### src/rtl/cctl_pkg.sv
package cctl_pkg;
  localparam int CCTL_DEV_W  = 2;
  localparam logic [CCTL_DEV_W-1:0] CCTL_DEV_ID = 2'b10;
  localparam int CCTL_ADDR_W = 5;
  localparam int CCTL_DATA_W = 8;

  typedef enum logic [2:0] {
    PH_IDLE,
    PH_LEAD,
    PH_SEL,
    PH_LOW,
    PH_SET,
    PH_HIGH,
    PH_TAIL
  } cctl_phase_e;
endpackage

### src/rtl/cctl_step_timer.sv
module cctl_step_timer #(
  parameter int STEP_CLKS = 20
) (
  input  logic clk,
  input  logic rst_n,
  input  logic run,
  output logic step_done
);
  localparam int CNT_W = (STEP_CLKS > 1) ? $clog2(STEP_CLKS) : 1;
  localparam logic [CNT_W-1:0] CNT_LAST = CNT_W'(STEP_CLKS - 1);

  logic [CNT_W-1:0] cnt;

  assign step_done = run && (cnt == CNT_LAST);

  always_ff @(posedge clk) begin
    if (!rst_n) begin
      cnt <= '0;
    end else if (!run || step_done) begin
      cnt <= '0;
    end else begin
      cnt <= cnt + 1'b1;
    end
  end

  // every step ends within STEP_CLKS clocks
  assert_step_bounded_R6: assert property (@(posedge clk) disable iff (!rst_n)
    (32'(cnt) < STEP_CLKS));
endmodule

### src/rtl/cctl_frame_pack.sv
module cctl_frame_pack #(
  parameter int DEV_W  = 2,
  parameter logic [DEV_W-1:0] DEV_ID = 2'b10,
  parameter int ADDR_W = 5,
  parameter int DATA_W = 8,
  localparam int FRAME_W = DEV_W + 1 + ADDR_W + DATA_W
) (
  input  logic [ADDR_W-1:0]  reg_addr,
  input  logic [DATA_W-1:0]  reg_data,
  output logic [FRAME_W-1:0] frame
);
  // device id, write flag, register index, data; sent from the top bit down
  assign frame = {DEV_ID, 1'b1, reg_addr, reg_data};
endmodule

### src/rtl/cctl_bit_engine.sv
module cctl_bit_engine
  import cctl_pkg::*;
#(
  parameter int FRAME_W   = 16,
  parameter int NUM_CHIPS = 2,
  parameter int CIDX_W    = 2
) (
  input  logic                 clk,
  input  logic                 rst_n,
  input  logic                 in_valid,
  input  logic [CIDX_W-1:0]    in_chip,
  input  logic [FRAME_W-1:0]   frame_in,
  output logic                 in_ready,
  input  logic                 step_done,
  output logic                 run,
  output logic                 sck,
  output logic                 sdo,
  output logic [NUM_CHIPS-1:0] cs_n,
  output logic                 done
);
  localparam int BIT_W = $clog2(FRAME_W);
  localparam logic [BIT_W-1:0] BIT_LAST = BIT_W'(FRAME_W - 1);

  cctl_phase_e           ph;
  logic [FRAME_W-1:0]    shreg;
  logic [BIT_W-1:0]      bit_idx;
  logic [CIDX_W-1:0]     chip_q;
  logic [NUM_CHIPS-1:0]  sel_oh;
  logic                  chip_ok;
  logic                  accept;

  assign in_ready = (ph == PH_IDLE);
  assign run      = (ph != PH_IDLE);
  assign accept   = in_valid && in_ready;
  assign chip_ok  = ({1'b0, in_chip} < (CIDX_W + 1)'(NUM_CHIPS));

  for (genvar gi = 0; gi < NUM_CHIPS; gi++) begin : g_sel
    assign sel_oh[gi] = (chip_q == CIDX_W'(gi));
  end

  always_ff @(posedge clk) begin
    if (!rst_n) begin
      ph      <= PH_IDLE;
      shreg   <= '0;
      bit_idx <= '0;
      chip_q  <= '0;
      sck     <= 1'b1;
      sdo     <= 1'b1;
      cs_n    <= '1;
      done    <= 1'b0;
    end else begin
      done <= 1'b0;
      unique case (ph)
        PH_IDLE: begin
          if (accept && chip_ok) begin
            ph      <= PH_LEAD;
            shreg   <= frame_in;
            chip_q  <= in_chip;
            bit_idx <= '0;
          end
        end
        PH_LEAD: if (step_done) begin
          ph   <= PH_SEL;
          cs_n <= ~sel_oh;
        end
        PH_SEL: if (step_done) begin
          ph  <= PH_LOW;
          sck <= 1'b0;
        end
        PH_LOW: if (step_done) begin
          ph  <= PH_SET;
          sdo <= shreg[FRAME_W-1];
        end
        PH_SET: if (step_done) begin
          ph  <= PH_HIGH;
          sck <= 1'b1;
        end
        PH_HIGH: if (step_done) begin
          if (bit_idx == BIT_LAST) begin
            ph   <= PH_TAIL;
            sck  <= 1'b1;
            sdo  <= 1'b1;
            cs_n <= '1;
          end else begin
            ph      <= PH_LOW;
            sck     <= 1'b0;
            shreg   <= {shreg[FRAME_W-2:0], 1'b0};
            bit_idx <= bit_idx + 1'b1;
          end
        end
        PH_TAIL: if (step_done) begin
          ph   <= PH_IDLE;
          done <= 1'b1;
        end
        default: ph <= PH_IDLE;
      endcase
    end
  end

  assert_idle_lines_high_R1: assert property (@(posedge clk) disable iff (!rst_n)
    in_ready |-> (sck && sdo && (&cs_n)));

  assert_single_select_R3: assert property (@(posedge clk) disable iff (!rst_n)
    ($countones(~cs_n) <= 1));

  assert_data_moves_low_R5: assert property (@(posedge clk) disable iff (!rst_n)
    (sdo != $past(sdo)) |-> ((!sck && !$past(sck)) || (&cs_n)));

  assert_busy_after_take_R8: assert property (@(posedge clk) disable iff (!rst_n)
    (accept && chip_ok) |=> !in_ready);

  assert_done_single_R7: assert property (@(posedge clk) disable iff (!rst_n)
    done |=> !done);

  assert_reject_quiet_R9: assert property (@(posedge clk) disable iff (!rst_n)
    (accept && !chip_ok) |=> (in_ready && (&cs_n) && !done));
endmodule

### src/rtl/cctl_serial_wr.sv
module cctl_serial_wr
  import cctl_pkg::*;
#(
  parameter int STEP_CLKS = 20,
  parameter int NUM_CHIPS = 2,
  parameter int CIDX_W    = 2,
  parameter int ADDR_W    = CCTL_ADDR_W,
  parameter int DATA_W    = CCTL_DATA_W
) (
  input  logic                 clk,
  input  logic                 rst_n,
  input  logic                 req_valid,
  output logic                 req_ready,
  input  logic [CIDX_W-1:0]    req_chip,
  input  logic [ADDR_W-1:0]    req_addr,
  input  logic [DATA_W-1:0]    req_data,
  output logic                 ser_clk,
  output logic                 ser_dat,
  output logic [NUM_CHIPS-1:0] ser_sel_n,
  output logic                 frame_done
);
  localparam int FRAME_W = CCTL_DEV_W + 1 + ADDR_W + DATA_W;

  logic [FRAME_W-1:0] frame;
  logic               run;
  logic               step_done;

  cctl_frame_pack #(
    .DEV_W (CCTL_DEV_W),
    .DEV_ID(CCTL_DEV_ID),
    .ADDR_W(ADDR_W),
    .DATA_W(DATA_W)
  ) u_pack (
    .reg_addr(req_addr),
    .reg_data(req_data),
    .frame   (frame)
  );

  cctl_step_timer #(
    .STEP_CLKS(STEP_CLKS)
  ) u_timer (
    .clk      (clk),
    .rst_n    (rst_n),
    .run      (run),
    .step_done(step_done)
  );

  cctl_bit_engine #(
    .FRAME_W  (FRAME_W),
    .NUM_CHIPS(NUM_CHIPS),
    .CIDX_W   (CIDX_W)
  ) u_engine (
    .clk      (clk),
    .rst_n    (rst_n),
    .in_valid (req_valid),
    .in_chip  (req_chip),
    .frame_in (frame),
    .in_ready (req_ready),
    .step_done(step_done),
    .run      (run),
    .sck      (ser_clk),
    .sdo      (ser_dat),
    .cs_n     (ser_sel_n),
    .done     (frame_done)
  );
endmodule

### config.mk
export PLATFORM = sky130hd
export DESIGN_NAME = cctl_serial_wr
export DESIGN_NICKNAME = d
export VERILOG_FILES = /design/src/rtl/cctl_pkg.sv /design/src/rtl/cctl_step_timer.sv /design/src/rtl/cctl_frame_pack.sv /design/src/rtl/cctl_bit_engine.sv /design/src/rtl/cctl_serial_wr.sv
export SDC_FILE = /design/constraint.sdc
export NUM_CORES = 1
export LEC_CHECK = 0
export BUFFER_PORTS_ARGS = -buffer_cell sky130_fd_sc_hd__buf_2
export CAP_MARGIN = 20
export CELL_PAD_IN_SITES_DETAIL_PLACEMENT = 1
export CELL_PAD_IN_SITES_GLOBAL_PLACEMENT = 1
export CORE_AREA = 3 3 67 69
export DETAILED_ROUTE_END_ITERATION = 16
export DIE_AREA = 0 0 70 72
export PLACE_DENSITY_LB_ADDON = 0.15
export SLEW_MARGIN = 40
export SYNTH_ARGS = -nofsm -noshare
export SYNTH_HDL_FRONTEND = slang
export SYNTH_SLANG_ARGS = --single-unit
### constraint.sdc
create_clock -name clk -period 2.3 [get_ports clk]
set_input_delay 0.46 -clock clk [delete_from_list [all_inputs] [get_ports clk]]
set_output_delay 0.46 -clock clk [all_outputs]
set_load 0.01 [all_outputs]
; ---- Word level (Yosys, flattened, before mapping)
; Cells that the tools add are included.
; Widths: inputs -> output; s select.
[op_classes]
n_addsub = 2
magnitude_cmp = 1
n_eq_ne = 18
mux = 31
bitwise = 2
reduce_logical = 20
[op_table]
columns = op, count
row1 = $mux 16, 3
row2 = $pmux 16 s2, 1
row3 = $mux 3, 8
row4 = $pmux 3 s7, 1
row5 = $ne 2x2->1 const B, 8
row6 = $reduce_and 4->1, 4
row7 = $mux 4, 3
row8 = $eq 3x3->1 const B, 3
row9 = $mux 1, 8
row10 = $pmux 4 s2, 1
row11 = $reduce_and 7->1, 1
row12 = $eq 3x2->1 const B, 2
row13 = $mux 2, 3
row14 = $reduce_bool 2->1, 3
row15 = $reduce_bool 3->1, 2
row16 = $add 5x1->5 const B, 1
row17 = $eq 5x5->1 const B, 1
row18 = $add 4x1->4 const B, 1
row19 = $eq 4x4->1 const B, 1
row20 = $pmux 2 s2, 1
row21 = $reduce_and 2->1, 2
row22 = $eq 3x1->1 const B, 1
row23 = $logic_and 1x1->1, 3
row24 = $logic_not 3->1, 1
row25 = 11 further kinds, 11
[word_totals]
regBits = 35
inputBits = 18
out_inout_bits = 6
word_cells = 83

; ---- Logic depth before layout (Yosys ltp)
; Gate-level depths: netlist of run 1.
[logic_depth]
word_depth = 5
depth_mapped = 7
mapped_depth_nobuf = 5

; ---- Hierarchy
; Synthesis of run 1 repeated with hierarchy kept, for this count alone.
[unflattened]
hier_cells = 211
area_unflattened_um2 = 1824.2
[by_module_without_submodules]
columns = mod, n_inst, cells_per_inst, area_each_um2, seq_area_each_um2
row1 = cctl_bit_engine, 1, 173, 1485.2, 600.6
row2 = cctl_step_timer, 1, 20, 211.5, 100.1
row3 = cctl_frame_pack, 1, 18, 127.6, 0.0

; ---- Worst setup path after synthesis of run 1
; OpenSTA, ideal clock, no wires.
[synth_timing]
path_type = reg-to-reg
start = register u_timer.cnt[0]
end = register u_engine.shreg[1]
setup_time_ns = 0.088
t_arrival_ns = 1.577
required_time_ns = 2.212
slack_ns = 0.634
path_stages_with_launch = 8
n_path_buf = 3
period_less_slack_ns = 1.666
cell_sequence = dfxtp_1 ha_1 and4bb_1 buf_6 a32o_2 buf_6 buf_6 a311oi_2
[synth_between]
elab_chain_cells = 4
[synth_lines]
columns = element, line_no
row1 = from (decl), cctl_step_timer.sv:12  ; logic [CNT_W-1:0] cnt;
row2 = from (signal assigned), cctl_step_timer.sv:22  ; cnt <= cnt + 1'b1;
row3 = $eq 5x5->1, cctl_step_timer.sv:14  ; assign step_done = run && (cnt == CNT_LAST);
row4 = $logic_and 1x1->1, cctl_step_timer.sv:14
row5 = $ne 2x2->1 (no line), --
row6 = $reduce_and 4->1 (no line), --
row7 = to (signal assigned), cctl_bit_engine.sv:57  ; shreg <= frame_in;
row8 = to (signal assigned), cctl_bit_engine.sv:87  ; shreg <= {shreg[FRAME_W-2:0], 1'b0};
row9 = to (decl), cctl_bit_engine.sv:25  ; logic [FRAME_W-1:0] shreg;
; No other way between the ends.
; A chain may end at the register's enable or synchronous reset.

; ---- Final worst setup path of run 1
[layout_timing]
start = register u_timer.cnt[0]
end = register u_engine.cs_n[0]
[layout_between]
elab_chain_cells = 4
elab_cells_between_ends = 5
cone_classes = eq/ne: 3 / reduce/logical: 2
[layout_lines]
columns = element, line_no
row1 = $eq 5x5->1 (*), cctl_step_timer.sv:14
row2 = $logic_and 1x1->1 (*), cctl_step_timer.sv:14
row3 = $ne 2x2->1 (no line), --
row4 = $reduce_and 4->1 (no line) (*), --
row5 = to (signal assigned), cctl_bit_engine.sv:64  ; cs_n <= ~sel_oh;
row6 = to (decl), cctl_bit_engine.sv:18  ; output logic [NUM_CHIPS-1:0] cs_n,
; Mark *: on every way between the ends. The rest lies on a longest branch, timed or not.

==> results of run 1 <==
-- kinds of logic after synthesis --
kind of cell    count (synthesis)
flops                          35
xor+xnor                        3
fa+ha+maj                       2
compound gates                 41
buf+inv                        16
simple gates                   93
-- critical path, cell delays in order, from the launching register on --
cell and delay (ns):
dfxtp_1 0.36, ha_1 0.23, nand4bb_1 0.35, a2111oi_4 0.51
nor4b_1 0.29, o21ai_1 0.09
-- stage by stage --
stage,std cells,hold slack [ns],instance area (um2),worst slack [ns],util (%)
6_report,265,0.443,1900,0.350,47.8
5_1_grt,265,0.448,1900,0.224,47.8
4_1_cts,265,0.432,1900,0.343,47.8
3_5_place_dp,257,0.441,1820,0.349,45.8
3_3_place_gp,257,0.430,1820,0.446,45.8
2_1_floorplan,190,0.418,1650,0.634,-
-- final cells by class --
cell class	count	area share, %
Tap cell	50	3.29
Clock buffer	7	4.02
Sequential cell	35	36.9
Clock inverter	1	0.264
Multi-Input combinational cell	139	45.5
Timing Repair Buffer	30	9.49
Inverter	3	0.593
-- power breakdown --
part / internal (W) / switching, W / leakage, nW / total [W]
sequential: 0.000627 / 0.0000141 / 0.285 / 0.000641
clock: 0.000212 / 0.000204 / 0.0422 / 0.000416
combinational: 0.0000452 / 0.0000554 / 0.373 / 0.000101
total: 0.000884 / 0.000273 / 0.701 / 0.00116
-- state kept, by name (all words and copies together) (netlist names) --
name	cells
u_engine.shreg	16
u_timer.cnt	5
u_engine.bit_idx	4
u_engine.ph	3
u_engine.chip_q	2
u_engine.cs_n	2
u_engine.done	1
u_engine.sck	1
u_engine.sdo	1
-- path summary, 6_finish.rpt --
kind,depth (start not counted),endpoint,from,slack (ns)
max,5,u_engine.cs_n[0]$_SDFFE_PN1P_,u_timer.cnt[0]$_SDFF_PP0_,0.35
min,3,u_engine.shreg[0]$_SDFFE_PN0P_,req_data[0],0.44
max reg2reg,5,u_engine.cs_n[0]$_SDFFE_PN1P_,u_timer.cnt[0]$_SDFF_PP0_,0.35
min reg2reg,1,u_timer.cnt[0]$_SDFF_PP0_,u_timer.cnt[0]$_SDFF_PP0_,0.46
-- placed cells by master (no fill, tap or decap), types with 2 or more instances in the layout --
cell type	netlist	final
a21oi_1	10	10
nor2b_1	3	3
inv_1	3	3
nor2_1	28	28
nand2_1	38	38
clkbuf_1	4	2
o221a_1	3	3
a311oi_2	10	10
o21ai_1	7	7
dfxtp_1	35	35
buf_2	5	23
nor3_1	2	2
and3_1	3	3
ha_1	2	2
nand3b_1	2	2
buf_4	0	6
xor2_1	2	2
clkbuf_8	0	5
nand3_1	11	11
a311oi_1	2	2
-- metal layers --
metal  vias up  wire length, um
met3         7              117
li1        721                -
met5         -                0
met4         0               58
met1       684             1830
met2        22             2000
==> flow_summary.ini, run 1 <==
[routing]
vias_per_cell = 5.41
wirelength_mm = 4.00
dr.first_iter.drc_count = 29
routedWlPerCell_um = 15.1
ant_nets = 0
dr.pass1.iters = 4
drc = 0
vias = 1434

[cells_and_area]
antenna_cells = 0
drive_gt1_share_pct = 23.3
fin_nets = 234
regArea_um2 = 701
fill_cells = 486
multi_input_area_um2 = 863
area_growth_pct = 14.9

[power]
leakage_nw = 0.701
ir_drop_mv = 0.286
finalPower_w = 0.00116
powerDensity_nw_per_um2 = 610

[synth]
ys_ff_latch = 35
async_flop_share_pct = 0
synth_top_area_share_pct = 42.4
synth-edff-count = 0
synthMuxAreaShare_pct = 0
syn_area_um2 = 1650
synth_top_family_by_area = simple AND/OR/NAND/NOR gates
yosys_warnings = 0
yosysTopAreaCell = dfxtp_1
seq_area_frac_synth_pct = 42.4
ys_top_cells_by_count = nand2_1, dfxtp_1, nor2_1
syn_nets = 210
synth_area_per_cell_um2 = 8.70
yosys.area_share.simple_pct = 25.6
synthCells = 190
synth_fa_ha_area_share_pct = 1.51
synth_most_common_cell = nand2_1
synth_xor_area_share_pct = 1.59
ys.flop_type = dfxtp_1
synth.distinct_cells = 36
synth_area_leaders = dfxtp_1, a311oi_2, nand2_1, nor2_1, nand3_1
synth-compound-area-share_pct = 23.5

[die]
num_rows = 23
die_h_um = 72
coreArea_um2 = 3970
initial_utilization_pct = 41.6
top_level_ports = 24
die_area_um2 = 5040
fp.dieW_um = 70

[sta]
worst_pin_slew_ns = 0.514
fmax_mhz = 513
min_period_over_period_pct = 84.8
hold_violations = 0
post-route-min-period_ns = 1.95
finalClockSkew_ns = 0.00531
setup_viol_count_final = 0
rsz0062_at_grt = no
slew_headroom_pct = 65.7
fin_setup_tns_ns = 0
final-max-slew-violation-count = 0

[clock_network]
cts_tree = built
cts-root-buf = clkbuf_8
cts_made_buffers = 5
hold_buffers = 0
clock_path_buffers = 2
path_clk_slew_ns = 0.07
post_cts_buffers = 0
clock_latency_ns = 0.28
post_cts_resize_count = 0
h-tree-depth = 2
cts_sinks = 35

[global_route]
grt_max_degree = 30
overflow = 0
grt_pass1_wl_mm = 6.98
grt.met2_usage_pct = 30.7
track_usage_pct = 17.1
first_global_vias = 1551
busiest_layer = met2
grtUsageMet1_pct = 19.8
grt_antenna_before_repair = 0
grtUsageMet3_pct = 4.29

[place]
gp_congestion = 0.777
hpwl_mm = 2.89
io_buffers = 23

[critical_path]
cp.arrival_ns = 2.11
critical_path_class = reg2reg
endpoint_kind = register
worst-path-max-fanout = 5
required_ns = 2.46
critPathLaunchType = register

[hold_path]
hp-class = in2reg

[outcome]
status = finished, final reports clean

[run]
maxCapViolCount = 0
(Power assumes the default switching activity.)
==> run 2: changes to the inputs <==
- clock period: 2.3 -> 1.94 ns (I/O delays scaled with it)
==> flow_summary.ini, run 2 (synthesis results as in run 1) <==
[sta]
setup_viol_count_final = 0
post-route-min-period_ns = 1.79
worst_pin_slew_ns = 0.417
final-max-slew-violation-count = 0
slew_headroom_pct = 72.1
finalClockSkew_ns = 0.00549
hold_violations = 0
fin_setup_tns_ns = 0
min_period_over_period_pct = 92.2
rsz0062_at_grt = no
fmax_mhz = 559

[die]
die_h_um = 72
top_level_ports = 24
num_rows = 23
fp.dieW_um = 70
die_area_um2 = 5040
initial_utilization_pct = 41.6
coreArea_um2 = 3970

[outcome]
status = finished, final reports clean

[place]
gp_congestion = 0.820
io_buffers = 23
placed_cell_area_um2 = 1830
hpwl_mm = 2.93

[cells_and_area]
drive_gt1_share_pct = 24.9
reg.largest.list = u_engine.shreg x16, u_timer.cnt x5, u_engine.bit_idx x4
antenna_cells = 0
final_cell_mix = nand2_1, dfxtp_1, nor2_1
largest_register = u_engine.shreg
final_util_pct = 49.1
final_common_cell = nand2_1
final_area_um2 = 1950
fin_nets = 236
area_growth_pct = 18.0
largest_reg_flops = 16

[global_route]
grt_max_degree = 30
overflow = 0
grt_antenna_before_repair = 0
first_global_vias = 1624
grt_pass1_wl_mm = 7.28
track_usage_pct = 17.9

[power]
p_seq_share_pct = 48.9
ir_drop_mv = 0.303
leakage_nw = 0.728
clkPwrFrac_pct = 43.6
p_int_w = 0.00121
p_sw_w = 0.000344
powerDensity_nw_per_um2 = 797
p_comb_share_pct = 7.5
p_sw_share_pct = 22.1

[routing]
dr.pass1.iters = 4
dr.first_iter.drc_count = 53
ant_nets = 0
wirelength_mm = 4.11
routedWlPerCell_um = 15.4
drc = 0
vias_per_cell = 5.44
vias = 1452

[clock_network]
cts_made_buffers = 5
path_clk_slew_ns = 0.07
cts-root-buf = clkbuf_8
hold_buffers = 0
post_cts_resize_count = 0
cts_tree = built
h-tree-depth = 2
clock_path_buffers = 2
clock_latency_ns = 0.29
cts_sinks = 35
post_cts_buffers = 0

[critical_path]
worst-path-max-fanout = 4
cp.arrival_ns = 1.96
cpPeakStageDelay_ns = 0.45
critPathLaunchType = register
required_ns = 2.11
critical_path_class = reg2reg
slowest_stage = a2111oi_4
endpoint_kind = register
path_cells = ha_1 > nand3_1 > a2111oi_4 > nor4b_1 > o21ai_1

[run]
maxCapViolCount = 0

[hold_path]
hp-class = in2reg
==> run 2: cell count changes in the layout (fill, tap and decap cells not counted) <==
cell	previous run	this run
buf_4	6	8
clkbuf_1	2	0
bufinv_16	0	1
clkbuf_8	5	6
==> run 2: final timing paths <==
path | cells after the start | start | slack (ns) | end
hold reg to reg | 2 | u_engine.shreg[0]$_SDFFE_PN0P_ | 0.46 | u_engine.shreg[0]$_SDFFE_PN0P_
setup reg to reg | 5 | u_engine.bit_idx[0]$_SDFFE_PN0P_ | 0.15 | u_engine.cs_n[0]$_SDFFE_PN1P_
hold / removal | 3 | req_data[0] | 0.35 | u_engine.shreg[0]$_SDFFE_PN0P_
setup / recovery | 5 | u_engine.bit_idx[0]$_SDFFE_PN0P_ | 0.15 | u_engine.cs_n[0]$_SDFFE_PN1P_
==> run 2: metal layers <==
metal / wire [um] / track usage, % / vias to the layer above / share of wire, %
met4: 65 / 6.38 / 0 / 1.6
li1: - / - / 725 / -
met1: 1810 / 20.1 / 700 / 44
met2: 2090 / 32.9 / 20 / 51
met3: 137 / 4.29 / 7 / 3.3
met5: 0 / 0 / - / 0
==> run 2: area by class of cell <==
| cell class | instances | area [um2] |
|---|---|---|
| multi-input cells | 139 | 863 |
| clock inverters | 2 | 35.0 |
| well taps | 50 | 62.6 |
| inverters | 3 | 11.3 |
| clock buffers | 6 | 82.6 |
| repair buffers | 32 | 195 |
| flip-flops and latches | 35 | 701 |
| fillers | 502 | 2020 |
==> run 2: worst max-delay path: cells and delay by family (launching register included) <==
kind	cells	cell delay, ns
AO/OA/AOI/OAI	2	0.54
adder cells (fa/ha/maj)	1	0.25
flip-flops	1	0.39
AND/OR/NAND/NOR	2	0.48
==> run 2: through the flow <==
| step | hold slack [ns] | setup WS (ns) | total power (W) | cells |
|---|---|---|---|---|
| finish | 0.354 | 0.151 | 0.00155 | 267 |
| global route | 0.357 | 0.0439 | 0.00163 | 267 |
| CTS | 0.347 | 0.149 | 0.00157 | 267 |
| detailed placement | 0.451 | 0.155 | 0.000894 | 259 |
| global placement | 0.431 | 0.277 | 0.000888 | 259 |
| floorplan | 0.418 | 0.274 | 0.000856 | 190 |
==> run 2: power groups by stage <==
stage	clock, W	sequential, W	combinational, W
2_1_floorplan	0	0.000768	0.0000880
3_3_place_gp	0	0.000774	0.000114
3_5_place_dp	0	0.000776	0.000117
4_1_cts	0.000695	0.000760	0.000119
5_1_grt	0.000737	0.000763	0.000132
6_report	0.000678	0.000760	0.000117
==> run 3: changes to the inputs <==
- BUFFER_PORTS_ARGS: -buffer_cell sky130_fd_sc_hd__buf_2 -> -buffer_cell sky130_fd_sc_hd__buf_4
- CELL_PAD_IN_SITES_DETAIL_PLACEMENT: 1 -> 0
==> flow_summary.ini, run 3 (synthesis results as in run 1) <==
[critical_path]
critical_path_class = reg2reg
endpoint_kind = register
cp.arrival_ns = 1.89
worst_r2r_endpoint = u_engine.cs_n[0]$_SDFFE_PN1P_
worst-path-max-fanout = 6
path_cells = ha_1 > nand3_2 > a2111oi_4 > nor4b_2 > o21ai_1
cpPeakStageDelay_ns = 0.46
required_ns = 2.11
r2r_slack_ns = 0.22
rr_startpoint = u_engine.bit_idx[0]$_SDFFE_PN0P_
crit_buf_inv = 0
critical-path-top-delay-family = compound AO/OA/AOI/OAI gates
critPathLaunchType = register
reg2reg_depth = 5
slowest_stage = a2111oi_4
cp.depth = 5

[routing]
wirelength_mm = 3.56
vias = 1442
drc = 0
ant_nets = 0
dr.pass1.iters = 4
routedWlPerCell_um = 13.3
dr.first_iter.drc_count = 57
vias_per_cell = 5.38

[sta]
finalClockSkew_ns = 0.00373
hold_violations = 0
worst_pin_slew_ns = 0.382
setup_viol_count_final = 0
fin_setup_tns_ns = 0
min_period_over_period_pct = 88.7
holdWs_ns = 0.372
slew_headroom_pct = 74.5
post-route-min-period_ns = 1.72
final-max-slew-violation-count = 0
fmax_mhz = 581

[cells_and_area]
drive_gt1_share_pct = 26.1
area_growth_pct = 21.8
fin_nets = 237
final_common_cell = nand2_1
antenna_cells = 0
reg.largest.list = u_engine.shreg x16, u_timer.cnt x5, u_engine.bit_idx x4
final_area_um2 = 2010
largest_register = u_engine.shreg
largest_reg_flops = 16
final_cell_mix = nand2_1, dfxtp_1, buf_4

[clock_network]
cts-root-buf = clkbuf_8
cts_sinks = 35
post_cts_resize_count = 0
cts_tree = built
cts_made_buffers = 5
post_cts_buffers = 0
h-tree-depth = 2
path_clk_slew_ns = 0.07
clock_latency_ns = 0.28
hold_buffers = 0
clock_path_buffers = 2

[run]
maxCapViolCount = 0

[global_route]
overflow = 0
track_usage_pct = 15.6
first_global_vias = 1392
grt_pass1_wl_mm = 6.33
grt_max_degree = 30
grt_antenna_before_repair = 0

[die]
coreArea_um2 = 3970
top_level_ports = 24
die_area_um2 = 5040
fp.dieW_um = 70
initial_utilization_pct = 41.6
num_rows = 23
die_h_um = 72

[outcome]
status = finished, final reports clean

[place]
gp_congestion = 0.709
io_buffers = 23
placed_cell_area_um2 = 1900
hpwl_mm = 2.50

[hold_path]
hold_end = u_engine.chip_q[0]$_SDFFE_PN0P_
hp-class = in2reg
hold_depth = 3
worstHoldStart = req_chip[0]

[power]
leakage_nw = 0.749
powerDensity_nw_per_um2 = 729
ir_drop_mv = 0.526
-- run 3: final cells by class --
type | instances | area [um2]
multi-input cells | 139 | 875
clock inverters | 1 | 7.51
repair buffers | 33 | 260
fillers | 384 | 1960
clock buffers | 7 | 96.3
flip-flops and latches | 35 | 701
inverters | 3 | 11.3
well taps | 50 | 62.6
-- run 3: per-layer routing --
layer / vias to the layer above / track usage (%) / wire [um] / part of all wire [%]
li1: 729 / - / - / -
met1: 682 / 19.6 / 1660 / 47
met2: 29 / 26.4 / 1740 / 49
met3: 2 / 3.60 / 154 / 4.3
met4: 0 / 5.11 / 11 / 0.31
met5: - / 0 / 0 / 0
-- run 3: worst max-delay path by stage --
stage                                          end                              from  slack (ns)
finish               u_engine.cs_n[0]$_SDFFE_PN1P_  u_engine.bit_idx[0]$_SDFFE_PN0P_        0.22
global route         u_engine.cs_n[0]$_SDFFE_PN1P_         u_timer.cnt[0]$_SDFF_PP0_      -0.007
CTS                  u_engine.cs_n[0]$_SDFFE_PN1P_  u_engine.bit_idx[0]$_SDFFE_PN0P_        0.11
detailed placement   u_engine.cs_n[0]$_SDFFE_PN1P_  u_engine.bit_idx[0]$_SDFFE_PN0P_        0.14
global placement     u_engine.cs_n[0]$_SDFFE_PN1P_  u_engine.bit_idx[0]$_SDFFE_PN0P_        0.18
floorplan           u_engine.shreg[1]$_SDFFE_PN0P_         u_timer.cnt[0]$_SDFF_PP0_        0.27
-- run 3: where the power goes --
part / switching, W / internal [W]
registers: 0.0000139 / 0.000743
logic: 0.0000670 / 0.0000658
clock network: 0.000254 / 0.000323
total: 0.000335 / 0.00113
-- run 3: worst register-to-register path, cell delays in order, from the launching register on --
cell and delay [ns]:
dfxtp_1 0.37, ha_1 0.23, nand3_2 0.19, a2111oi_4 0.46, nor4b_2 0.27, o21ai_1 0.08
-- run 3: stage by stage --
stage          setup WS (ns)  instances  util [%]  total power [W]
6_report               0.218        268      50.7          0.00147
5_1_grt             -0.00683        268      50.7          0.00154
4_1_cts                0.113        268      50.4          0.00149
3_5_place_dp           0.137        260      47.8         0.000906
3_3_place_gp           0.179        260      47.8         0.000901
2_1_floorplan          0.274        190         -         0.000856
